==> config.mk <==
export PLATFORM = sky130hd
export DESIGN_NAME = fwd_unit
export DESIGN_NICKNAME = d
export VERILOG_FILES = /design/src/rtl/fwd_pkg.sv /design/src/rtl/fwd_hit.sv /design/src/rtl/fwd_pick.sv /design/src/rtl/fwd_opmux.sv /design/src/rtl/fwd_unit.sv
export SDC_FILE = /design/constraint.sdc
export NUM_CORES = 1
export LEC_CHECK = 0
export BUFFER_PORTS_ARGS = -buffer_cell sky130_fd_sc_hd__buf_4
export CAP_MARGIN = 20
export CORE_MARGIN = 2
export CORE_UTILIZATION = 25
export DETAILED_ROUTE_END_ITERATION = 10
export PLACE_DENSITY_LB_ADDON = 0.12
export SLEW_MARGIN = 20
export SYNTH_ARGS = -nofsm -noshare
export SYNTH_HDL_FRONTEND = slang
export SYNTH_HIERARCHICAL = 1
export SYNTH_SLANG_ARGS = --single-unit
==> constraint.sdc <==
create_clock -name vclk -period 1.55
set_input_delay 0.155 -clock vclk [all_inputs]
set_output_delay 0.155 -clock vclk [all_outputs]
set_load 0.02 [all_outputs]
==> src/rtl/fwd_pkg.sv <==
// Package: shared select encoding for the operand forwarding unit.
// Assumes: the encoding is fixed and visible to the operand mux and to the
// surrounding pipeline; 2'b11 is unused.
package fwd_pkg;
    typedef enum logic [1:0] {
        FWD_FROM_RF  = 2'b00,
        FWD_FROM_WB  = 2'b01,
        FWD_FROM_EXM = 2'b10
    } fwd_sel_e;
endpackage

==> src/rtl/fwd_hit.sv <==
// Module: fwd_hit
// Detects whether one producer stage must forward to one source operand.
// Assumes: register 0 is hard-wired to zero, so a zero destination never
// counts as a producer.
module fwd_hit #(
    parameter int REG_AW = 5
) (
    input  logic [REG_AW-1:0] src,
    input  logic [REG_AW-1:0] prod_rd,
    input  logic              prod_we,
    output logic              hit
);
    localparam logic [REG_AW-1:0] ZERO_REG = '0;

    // Qualify the register-number match with the write enable and the zero rule.
    always_comb begin
        hit = prod_we && (prod_rd != ZERO_REG) && (prod_rd == src);
    end

    // Guard: a producer that does not write never hits, and no hit on register zero.
    always_comb begin

        no_write_no_hit_chk: assert (prod_we || !hit);

        zero_src_no_hit_chk: assert ((src != ZERO_REG) || !hit);
    end
endmodule

==> src/rtl/fwd_pick.sv <==
// Module: fwd_pick
// Chooses the source of one ALU operand from the two producer stages.
// Assumes: execute/memory holds the newer instruction and takes priority
// over memory/writeback.
module fwd_pick
    import fwd_pkg::*;
#(
    parameter int REG_AW = 5
) (
    input  logic [REG_AW-1:0] src,
    input  logic [REG_AW-1:0] exm_rd,
    input  logic              exm_we,
    input  logic [REG_AW-1:0] mwb_rd,
    input  logic              mwb_we,
    output fwd_sel_e          sel
);
    logic exm_hit;
    logic mwb_hit;

    fwd_hit #(.REG_AW(REG_AW)) u_exm_hit (
        .src(src), .prod_rd(exm_rd), .prod_we(exm_we), .hit(exm_hit)
    );

    fwd_hit #(.REG_AW(REG_AW)) u_mwb_hit (
        .src(src), .prod_rd(mwb_rd), .prod_we(mwb_we), .hit(mwb_hit)
    );

    // Priority select: newest producer first, then the older one, else register file.
    always_comb begin
        if (exm_hit)
            sel = FWD_FROM_EXM;
        else if (mwb_hit)
            sel = FWD_FROM_WB;
        else
            sel = FWD_FROM_RF;
    end

    // Guard: encoding legality, priority and zero-register behaviour of the select.
    always_comb begin

        legal_sel_chk: assert (sel != 2'b11);

        newer_wins_chk: assert (!(exm_hit && mwb_hit) || (sel == FWD_FROM_EXM));

        zero_src_rf_chk: assert ((src != '0) || (sel == FWD_FROM_RF));

        idle_producers_chk: assert (exm_we || mwb_we || (sel == FWD_FROM_RF));
    end
endmodule

==> src/rtl/fwd_opmux.sv <==
// Module: fwd_opmux
// Applies a forwarding select to produce one ALU operand value.
// Assumes: the select follows the fwd_pkg encoding; the unused code falls
// back to the register-file value.
module fwd_opmux
    import fwd_pkg::*;
#(
    parameter int DATA_W = 32
) (
    input  fwd_sel_e          sel,
    input  logic [DATA_W-1:0] rf_val,
    input  logic [DATA_W-1:0] exm_val,
    input  logic [DATA_W-1:0] mwb_val,
    output logic [DATA_W-1:0] opnd
);
    // Three-way operand selection.
    always_comb begin
        unique case (sel)
            FWD_FROM_EXM: opnd = exm_val;
            FWD_FROM_WB:  opnd = mwb_val;
            default:      opnd = rf_val;
        endcase
    end

    // Guard: the operand tracks the chosen source.
    always_comb begin

        exm_path_chk: assert ((sel != FWD_FROM_EXM) || (opnd == exm_val));

        wb_path_chk: assert ((sel != FWD_FROM_WB) || (opnd == mwb_val));
    end
endmodule

==> src/rtl/fwd_unit.sv <==
// Module: fwd_unit (top)
// Operand forwarding selector for a five-stage in-order pipeline, with the
// two operand multiplexers attached. Each operand is decided independently.
// Assumes: inputs come straight from the pipeline registers; the block is
// combinational and has no clock or reset.
module fwd_unit
    import fwd_pkg::*;
#(
    parameter int REG_AW = 5,
    parameter int DATA_W = 32
) (
    input  logic [REG_AW-1:0] src_a,
    input  logic [REG_AW-1:0] src_b,
    input  logic [REG_AW-1:0] exm_rd,
    input  logic              exm_we,
    input  logic [REG_AW-1:0] mwb_rd,
    input  logic              mwb_we,
    input  logic [DATA_W-1:0] rf_a,
    input  logic [DATA_W-1:0] rf_b,
    input  logic [DATA_W-1:0] exm_data,
    input  logic [DATA_W-1:0] mwb_data,
    output logic [1:0]        sel_a,
    output logic [1:0]        sel_b,
    output logic [DATA_W-1:0] opnd_a,
    output logic [DATA_W-1:0] opnd_b
);
    localparam int NUM_OPS = 2;

    logic [REG_AW-1:0] src_v  [NUM_OPS];
    logic [DATA_W-1:0] rf_v   [NUM_OPS];
    logic [DATA_W-1:0] opnd_v [NUM_OPS];
    fwd_sel_e          sel_v  [NUM_OPS];

    // Gather per-operand inputs into arrays.
    always_comb begin
        src_v[0] = src_a;
        src_v[1] = src_b;
        rf_v[0]  = rf_a;
        rf_v[1]  = rf_b;
    end

    // one independent select and mux per operand.
    for (genvar g = 0; g < NUM_OPS; g++) begin : g_op
        fwd_pick #(.REG_AW(REG_AW)) u_pick (
            .src(src_v[g]), .exm_rd(exm_rd), .exm_we(exm_we),
            .mwb_rd(mwb_rd), .mwb_we(mwb_we), .sel(sel_v[g])
        );
        fwd_opmux #(.DATA_W(DATA_W)) u_mux (
            .sel(sel_v[g]), .rf_val(rf_v[g]), .exm_val(exm_data),
            .mwb_val(mwb_data), .opnd(opnd_v[g])
        );
    end

    // Drive the top-level outputs from the per-operand results.
    always_comb begin
        sel_a  = sel_v[0];
        sel_b  = sel_v[1];
        opnd_a = opnd_v[0];
        opnd_b = opnd_v[1];
    end
endmodule

==> summary.txt <==
Timing
  – Worst slew margin: 0.766
  – Highest clock rate: 413 MHz
  – Final setup fails: 67
  – Total Neg Setup Slack: -49.83 ns
  – RSZ-0062 raised after global routing: true
  – Final min period: 2.42 ns
  – Hold Fails Final Rpt: 0
  – Fin. max-slew vios: 0
  – Period utilization: 1.56
  – Fin worst setup slack: -0.869 ns
  – Worst-Margin Slew: 0.352 ns

Route
  – 1st-iter DRT viols: 276
  – Total Wirelength: 17,400 µm
  – Routed len/inst: 28.3 µm
  – DRC viols: 0
  – ANT nets after route: 0
  – Via count: 3,874
  – Post-DR vias/cell: 6.30
  – Pre-Repair DR Iteration Count: 5

Pwr
  – Peak VDD IR: 0.217 mV
  – LEAKAGE: 2.47 nW
  – Pwr dens: 268 mW/mm²

Synth
  – Post-Syn Area: 0.00162 mm²
  – Syn_area_per_cell: 6.01 µm²
  – Post-synthesis simple-gate area fraction: 0.255
  – Syn Inst Count: 270
  – Post-synthesis adder-cell area fraction: 0.0309
  – Yosys cell types: 16
  – Syn Nets: 424
  – Post-Synth XOR/XNOR Area: 0.0864
  – Compound-Gate Fraction of Synth Area: 0.506
  – Largest family of logic cells by synthesized area: compound AO/OA/AOI/OAI gates
  – Post-synthesis sequential area ratio: 0
  – Yosys warning total: 6
  – Mux contribution to synthesized area: 0

Run status
  – Status: finished, violations left
  – Failing checks: negative setup slack

Hold path
  – Hold Path Class: in2out

Finish
  – Ant diodes: 0
  – P&R area growth vs syn: 276%
  – Clock buffers: 0
  – Nets: 694
  – Fillers: 115
  – Storage cell area: 0 µm²
  – FFs & Latches: 0
  – Final non-filler cell total: 615
  – Share of post-route cells with drive strength above 1: 0.907

Place
  – Global placer's final weighted congestion: 0.863
  – Placed cell count: 579
  – Buffers on Ports: 218
  – Pre-CTS setup slack: -0.601 ns
  – HPWL after DPL: 7900 µm

Critical path
  – Worst Path Required: 1.39 ns
  – CP max stage delay: 0.33 ns
  – Worst-path fanout max: 10
  – Crit path DAT: 2.26 ns
  – CP cell instances: buf_6 -> or2_0 -> o21ai_1 -> and4_1 -> nor2b_4 -> inv_2 -> ha_4 -> buf_6 -> buf_12 -> nand2_1 -> o21ai_4 -> buf_6
  – Crit. End Element: output port
  – CP Launch Type: input port
  – WS Path Type: in2out
  – Slowest CP cell: ha_4
  – Most used cell, CP: buf_6

GRT
  – Vias in the first global route: 3,625
  – Pin count of the biggest net entering global routing: 21
  – GRT Resource Usage Total: 0.306
  – First-pass GRT wire length: 17,900 µm
  – Initial antenna violation count: 0
  – Congestion Overflow GR: 0

Floorplan
  – Top Ports: 218
  – Die Span X: 84.5 µm
  – Die ar.: 0.00715 mm²
  – # rows: 29
  – Core area: 0.00631 mm²
  – Initial Util: 0.257
  – Die height: 84.5 µm

Flow run
  – Max_cap viols: 0

Clock network
  – Post-CTS Hold Fix Bufs: 0
==> layer usage <==
layer  share of wire  track usage
met3           0.078       0.0423
met5               0            0
met2            0.51        0.622
met4           0.094        0.128
met1            0.32        0.302
==> final timing paths <==
| kind | to | slack (ns) | depth (start not counted) | start |
|---|---|---|---|---|
| worst max-delay path | opnd_b[17] | -0.87 | 12 | src_b[4] |
| worst min-delay path | opnd_a[21] | 0.61 | 4 | rf_a[21] |
==> worst max-delay path, delay by kind of cell <==
| family | cells | cell delay [ns] |
|---|---|---|
| adder cells (fa/ha/maj) | 1 | 0.33 |
| buffers and inverters | 5 | 0.60 |
| AND/OR/NAND/NOR | 4 | 0.81 |
| AO/OA/AOI/OAI | 2 | 0.35 |
==> metrics by stage <==
step	area, µm²	util	power [mW]	hold slack, ns
6_report	6100	0.966	1.64	0.605
5_1_grt	6100	0.966	1.67	0.616
4_1_cts	5650	0.894	1.43	0.597
3_5_place_dp	4860	0.770	1.23	0.612
3_3_place_gp	4860	0.770	1.21	0.611
2_1_floorplan	2910	-	0.600	0.418
==> cell type report <==
| class | count | area [µm²] | area share |
|---|---|---|---|
| tap | 77 | 96.3 | 0.0158 |
| timing repair buffer | 296 | 3150 | 0.516 |
| inverter | 4 | 15.0 | 0.00246 |
| multi-input combinational | 238 | 2840 | 0.465 |
==> what timing repair did <==
action	4_1_cts	5_1_grt
cloned	7	7
hold endpoints to repair	0	0
gates resized for setup	118	63
endpoints found under the setup margin	64	65
pin swaps	14	45
buffers inserted	12	14
==> cell usage after synthesis <==
library cell	number	area, µm²
buf_2	20	100
ha_1	4	50.1
nor4_2	4	50.1
nor2b_4	2	27.5
inv_1	4	15.0
buf_4	2	15.0
or2_0	4	25.0
and4_1	4	35.0
o21ai_0	4	20.0
a22oi_1	64	480
nand2_1	68	255
xnor2_1	4	35.0
xor2_1	12	105
buf_6	6	67.6
nor3_1	4	20.0
o21ai_1	64	320
==> report_power, final <==
part / internal (mW) / leakage [nW] / switching (mW)
clock: 0 / 0 / 0
combinational: 0.844 / 2.47 / 0.793
sequential: 0 / 0 / 0
==> cells in the final DEF (no fill, tap or decap) <==
master     instances
a22oi_1            3
a22oi_2           61
and4_1             2
and4_4             2
buf_12            31
buf_16             5
buf_4            172
buf_6             75
buf_8              7
clkbuf_16          6
ha_4               4
inv_1              2
inv_2              2
nand2_1           26
nand2_2           19
nand2_4           23
nor2b_4            2
nor3_2             4
nor4_2             1
nor4_4             3
o21ai_1            3
o21ai_2            1
o21ai_4           64
or2_0              3
or2_4              1
xnor2_1            4
xor2_1             7
xor2_2             3
xor2_4             2
==> kinds of logic (layout without fill, tap and decap cells) <==
| kind of cell | Yosys count | after routing |
|---|---|---|
| compound gates | 132 | 132 |
| xor+xnor | 16 | 16 |
| fa+ha+maj | 4 | 4 |
| buf+inv | 32 | 300 |
| simple gates | 86 | 86 |
No activity file was read; power rests on OpenSTA's default activity.
